<file path="src/rtl/irq_dest_filter.sv">
module irq_dest_filter #(
  parameter int DW = 8,
  parameter int RW = 32,
  parameter int MW = 4
) (
  input  logic          clk,
  input  logic          rst_n,
  input  logic          cfg_we,
  input  logic [1:0]    cfg_sel,
  input  logic [RW-1:0] cfg_wdata,
  output logic [RW-1:0] cfg_rdata,
  input  logic          msg_valid,
  input  logic [DW-1:0] msg_dest,
  input  logic          msg_logical,
  input  logic [1:0]    msg_short,
  input  logic [DW-1:0] msg_src_id,
  output logic          acc_valid,
  output logic          acc_hit
);
  localparam int NIB = DW / 2;
  localparam logic [MW-1:0] CLUSTER = '0;

  logic [DW-1:0] id_q, lid_q;
  logic [MW-1:0] model_q;

  always_ff @(posedge clk) begin
    if (!rst_n) begin
      id_q    <= '0;
      lid_q   <= '0;
      model_q <= '1;
    end else if (cfg_we) begin
      case (cfg_sel)
        2'd0: id_q    <= cfg_wdata[DW-1:0];
        2'd1: lid_q   <= cfg_wdata[RW-1 -: DW];
        2'd2: model_q <= cfg_wdata[RW-1 -: MW];
        default: ;
      endcase
    end
  end

  always_comb begin
    cfg_rdata = '0;
    case (cfg_sel)
      2'd0: cfg_rdata[DW-1:0]    = id_q;
      2'd1: cfg_rdata[RW-1 -: DW] = lid_q;
      2'd2: cfg_rdata[RW-1 -: MW] = model_q;
      default: ;
    endcase
  end

  wire all_ones  = &msg_dest;
  wire phys_hit  = (msg_dest == id_q) || all_ones;
  wire flat_hit  = |(msg_dest & lid_q);
  wire clus_hit  = all_ones ||
                   ((msg_dest[DW-1:NIB] == lid_q[DW-1:NIB]) &&
                    |(msg_dest[NIB-1:0] & lid_q[NIB-1:0]));
  wire log_hit   = (model_q == CLUSTER) ? clus_hit : flat_hit;
  wire dest_hit  = msg_logical ? log_hit : phys_hit;
  wire is_self   = (msg_src_id == id_q);

  logic hit_d;
  always_comb begin
    case (msg_short)
      2'b01:   hit_d = is_self;
      2'b10:   hit_d = 1'b1;
      2'b11:   hit_d = !is_self;
      default: hit_d = dest_hit;
    endcase
  end

  always_ff @(posedge clk) begin
    if (!rst_n) begin
      acc_valid <= 1'b0;
      acc_hit   <= 1'b0;
    end else begin
      acc_valid <= msg_valid;
      acc_hit   <= msg_valid && hit_d;
    end
  end
endmodule

</file>
<file path="config.mk">
export PLATFORM = sky130hd
export DESIGN_NAME = irq_dest_filter
export DESIGN_NICKNAME = d
export VERILOG_FILES = /design/src/rtl/irq_dest_filter.sv
export SDC_FILE = /design/constraint.sdc
export NUM_CORES = 1
export LEC_CHECK = 0
export CAP_MARGIN = 20
export CORE_MARGIN = 4
export CORE_UTILIZATION = 37
export DETAILED_ROUTE_END_ITERATION = 10
export GPL_TIMING_DRIVEN = 0
export PLACE_DENSITY = 0.8
export SETUP_SLACK_MARGIN = 0.15
export SLEW_MARGIN = 20
export SYNTH_ARGS = -nofsm -noshare
export SYNTH_HDL_FRONTEND = slang
export SYNTH_SLANG_ARGS = --single-unit
</file>
<file path="constraint.sdc">
create_clock -name clk -period 1.9 [get_ports clk]
set_input_delay 0.285 -clock clk [delete_from_list [all_inputs] [get_ports clk]]
set_output_delay 0.285 -clock clk [all_outputs]
set_load 0.01 [all_outputs]
</file>
==> results.md <==
* Run status: finished clean
* Maximum fanout encountered on the critical timing path at 2
* Post-Place Cell Area at around 2100 sq um
* Unrepaired setup endpoints after global routing: yes
* Total GRT Usage at between 10% and 20%
* Maximum clock frequency at roughly 540 MHz
* Area fraction in compound gates after synthesis at 13.5%
* Antenna Nets Post-Route at 0
* Post-placement worst setup slack at -0.707 ns
* PwrDens at between 500 and 600 nW/um^2
* Ys flop type: sky130_fd_sc_hd__dfxtp_1
* Number of top-level pins at 91
* Top cells by area, synth: sky130_fd_sc_hd__dfxtp_1 31%, sky130_fd_sc_hd__nand3_1 8.7%, sky130_fd_sc_hd__a21boi_0 8.3%, sky130_fd_sc_hd__buf_4 8.3%, sky130_fd_sc_hd__nand2_1 6.3%
* Antenna diode instance count at 0
* Global route total overflow at 0
* Routed vias at roughly 1,500
* Post-layout utilization of the core at 61.0%
* Number of hold-slack violations in the final timing report at 0
* Global-route wire length before repair at 6.80 mm
* TritonCTS clock tree: yes
* Pleak at about 1 nW
* Final cell area excluding filler cells at about 2300 sq um
* Dominant combinational cell family by area after synthesis: simple AND/OR/NAND/NOR gates
* Critical Path RT at roughly 2.1 ns
* Syn. warnings at 0
* Root buf cell: sky130_fd_sc_hd__clkbuf_8
* Number of flops mapped to enable cells by yosys at 0
* Most numerous cell in the Yosys netlist: sky130_fd_sc_hd__nand3_1
* Layout cell share with drive strength beyond 1 at between 20% and 30%
* Total clock sinks at 22
* Share of flip-flops with an asynchronous set or reset after synthesis at 0%
* Final WS setup at approximately 0.063 ns
* Post-synth top area share at 30.6%
* Area growth from synthesis to final layout at 57.3%
* Fill cells at between 300 and 400
* HPWL after detailed placement at 3.13 mm
* Count of H-tree levels built during CTS at 1
* Die area at 4960 sq um
* Starting density of the core at about 39%
* CTS buffer count at 3
* Buffer levels on the longest clock path at 2
* Vert. Die Dim at roughly 70 microns
* Kind of start point of the critical path: flip-flop
* Critical path start-end classification: reg2reg
* Standard-cell rows at 22
* Arrival time of data at the critical path endpoint at 2.00 ns
* Post-synthesis xor/xnor area fraction at between 10% and 20%
* Ranking of synthesized cells by instance count: 25 x sky130_fd_sc_hd__nand3_1, 24 x sky130_fd_sc_hd__nand2_1, 22 x sky130_fd_sc_hd__dfxtp_1
* Largest net degree at the start of global routing at 14
* DIE WIDTH at 70.4 microns
* Worst clock skew on the final layout at between 0.005 and 0.006 ns
* Number of vias per cell at 4.77
* Average cell area after synthesis at around 8.0 sq um
* Adder-cell share of the synthesized area at under 10%
* Placeable core area at between 3000 and 4000 sq um
* Non-filler cells in the finished layout at 310
* Number of design rule violations left after detail routing at 0
* Synthesis-stage register bit count at 22
* Initial antenna violation count at 0
* Starting DRC count in detailed routing at between 90 and 100
* Depth of the worst register-to-register path at 4
* Post-synthesis simple-gate area fraction at ~28%
* Routability Congestion at 0.854
* Period Utilization, post-route at 96.7%
* Count of input and output buffers at 58
* Post-synthesis cell type with the largest combined area: sky130_fd_sc_hd__dfxtp_1
* Summed instance area of the synthesized netlist at about 1400 sq um
* VDD IR-drop max at about 0.25 mV
* CTS clock-pin slew for the worst setup and hold paths at about 0.090 ns
* Via count of the first global-routing pass at 1,492
* CP endpoint kind: flip-flop
* Shortest period the worst path allows at between 1.5 and 2 ns
* Count of cells along the worst hold path at 2
* Placed Cells at roughly 300
* Register area share after synthesis at slightly above 30%
* Number of detailed-routing iterations run before antenna repair at 4
* Number of setup violations in the final report at 0
* Wirelength per Cell at around 14 microns
* Total detailed-routing wirelength at 4.25 mm
* Post-synthesis cell type count at 23
* Gate count of the mapped netlist at 180
* Count of nets after finishing at around 330
* Mux share of post-synthesis cell area at 0%
* Max-slew violation count at 0
* Clock network latency to the later pin of the worst-skew pair at approximately 0.27 ns
* Path type of the worst min-delay path: reg2reg
* Count of maximum capacitance violations at 0
cells in the final DEF (no fill, tap or decap), types with 2 or more instances in the layout:
cell / n
sky130_fd_sc_hd__conb_1: 16
sky130_fd_sc_hd__clkbuf_8: 8
sky130_fd_sc_hd__nand3_1: 25
sky130_fd_sc_hd__buf_4: 21
sky130_fd_sc_hd__dfxtp_1: 21
sky130_fd_sc_hd__nand2_1: 24
sky130_fd_sc_hd__clkbuf_2: 3
sky130_fd_sc_hd__ha_1: 6
sky130_fd_sc_hd__dlygate4sd2_1: 4
sky130_fd_sc_hd__buf_2: 12
sky130_fd_sc_hd__clkbuf_1: 4
sky130_fd_sc_hd__inv_1: 3
sky130_fd_sc_hd__nor4_1: 3
sky130_fd_sc_hd__xnor2_1: 9
sky130_fd_sc_hd__a22oi_2: 4
sky130_fd_sc_hd__nand4_1: 4
sky130_fd_sc_hd__clkdlybuf4s50_1: 36
sky130_fd_sc_hd__xor2_1: 8
sky130_fd_sc_hd__nor2b_1: 4
sky130_fd_sc_hd__and2_1: 12
sky130_fd_sc_hd__nor2_1: 2
sky130_fd_sc_hd__a22oi_1: 2
sky130_fd_sc_hd__a21boi_0: 16
sky130_fd_sc_hd__or4_4: 2
cell families (layout without fill, tap and decap cells):
logic type,Yosys count,in the layout
XOR/XNOR,17,17
AO/OA/AOI/OAI,26,26
other,1,16
adder cells (fa/ha/maj),7,7
flip-flops,22,22
AND/OR/NAND/NOR,78,78
buffers and inverters,29,96
metal layers:
metal / track usage, % / wire [microns] / vias to the layer above
met2: 30.1 / 2080 / 58
met4: 5.11 / 63 / 0
li1: - / - / 746
met3: 3.45 / 319 / 7
met5: 0 / 0 / -
met1: 20.3 / 1780 / 667
metrics by stage:
stage	power, W	hold WS, ns	setup TNS [ns]
floorplan	0.000639	0.378	0
global placement	0.000775	0.468	-10.28
detailed placement	0.000779	0.472	-10.99
CTS	0.00124	0.483	0
global route	0.00129	0.522	0
finish	0.00124	0.483	0
power by group:
| part | switching, W | total (W) | internal (W) |
|---|---|---|---|
| Combinational | 0.000125 | 0.000298 | 0.000172 |
| Clock | 0.000165 | 0.000447 | 0.000282 |
| Sequential | 0.0000165 | 0.000495 | 0.000479 |
registers in the layout, indices dropped and copies added, names as in the netlist:
name / count
id_q: 8
lid_q: 8
model_q: 4
acc_hit: 1
acc_valid: 1
repair_timing:
| item | 4_1_cts | 5_1_grt |
|---|---|---|
| pin swaps | 1 | 0 |
| endpoints found under the setup margin | 17 | 5 |
| hold buffers | 0 | 0 |
| buffers inserted | 5 | 0 |
| resized for setup | 88 | 6 |
| hold endpoints to repair | 0 | 0 |
layout make-up:
cell class	instances	area [sq um]	area share, %
repair buffers	63	542	23.9
plain buffers	25	204	9.00
inverters	4	15.0	0.662
multi-input cells	144	933	41.2
clock buffers	3	41.3	1.82
well taps	48	60.1	2.65
flip-flops and latches	22	442	19.5
clock inverters	1	30.0	1.32
critical path, stage by stage, from the launching register on:
cell and delay, ns:
sky130_fd_sc_hd__dfxtp_2 0.33, sky130_fd_sc_hd__or4_4 0.53, sky130_fd_sc_hd__or4_4 0.53, sky130_fd_sc_hd__a311oi_2 0.28, sky130_fd_sc_hd__a211oi_2 0.06
final timing paths:
path,startpoint,end,slack (ns)
max,model_q[0],acc_hit,0.06
min,lid_q[3],lid_q[3],0.48
max reg2reg,model_q[0],acc_hit,0.06
min reg2reg,lid_q[3],lid_q[3],0.48
Note: power is estimated with default switching activity, not from simulation.
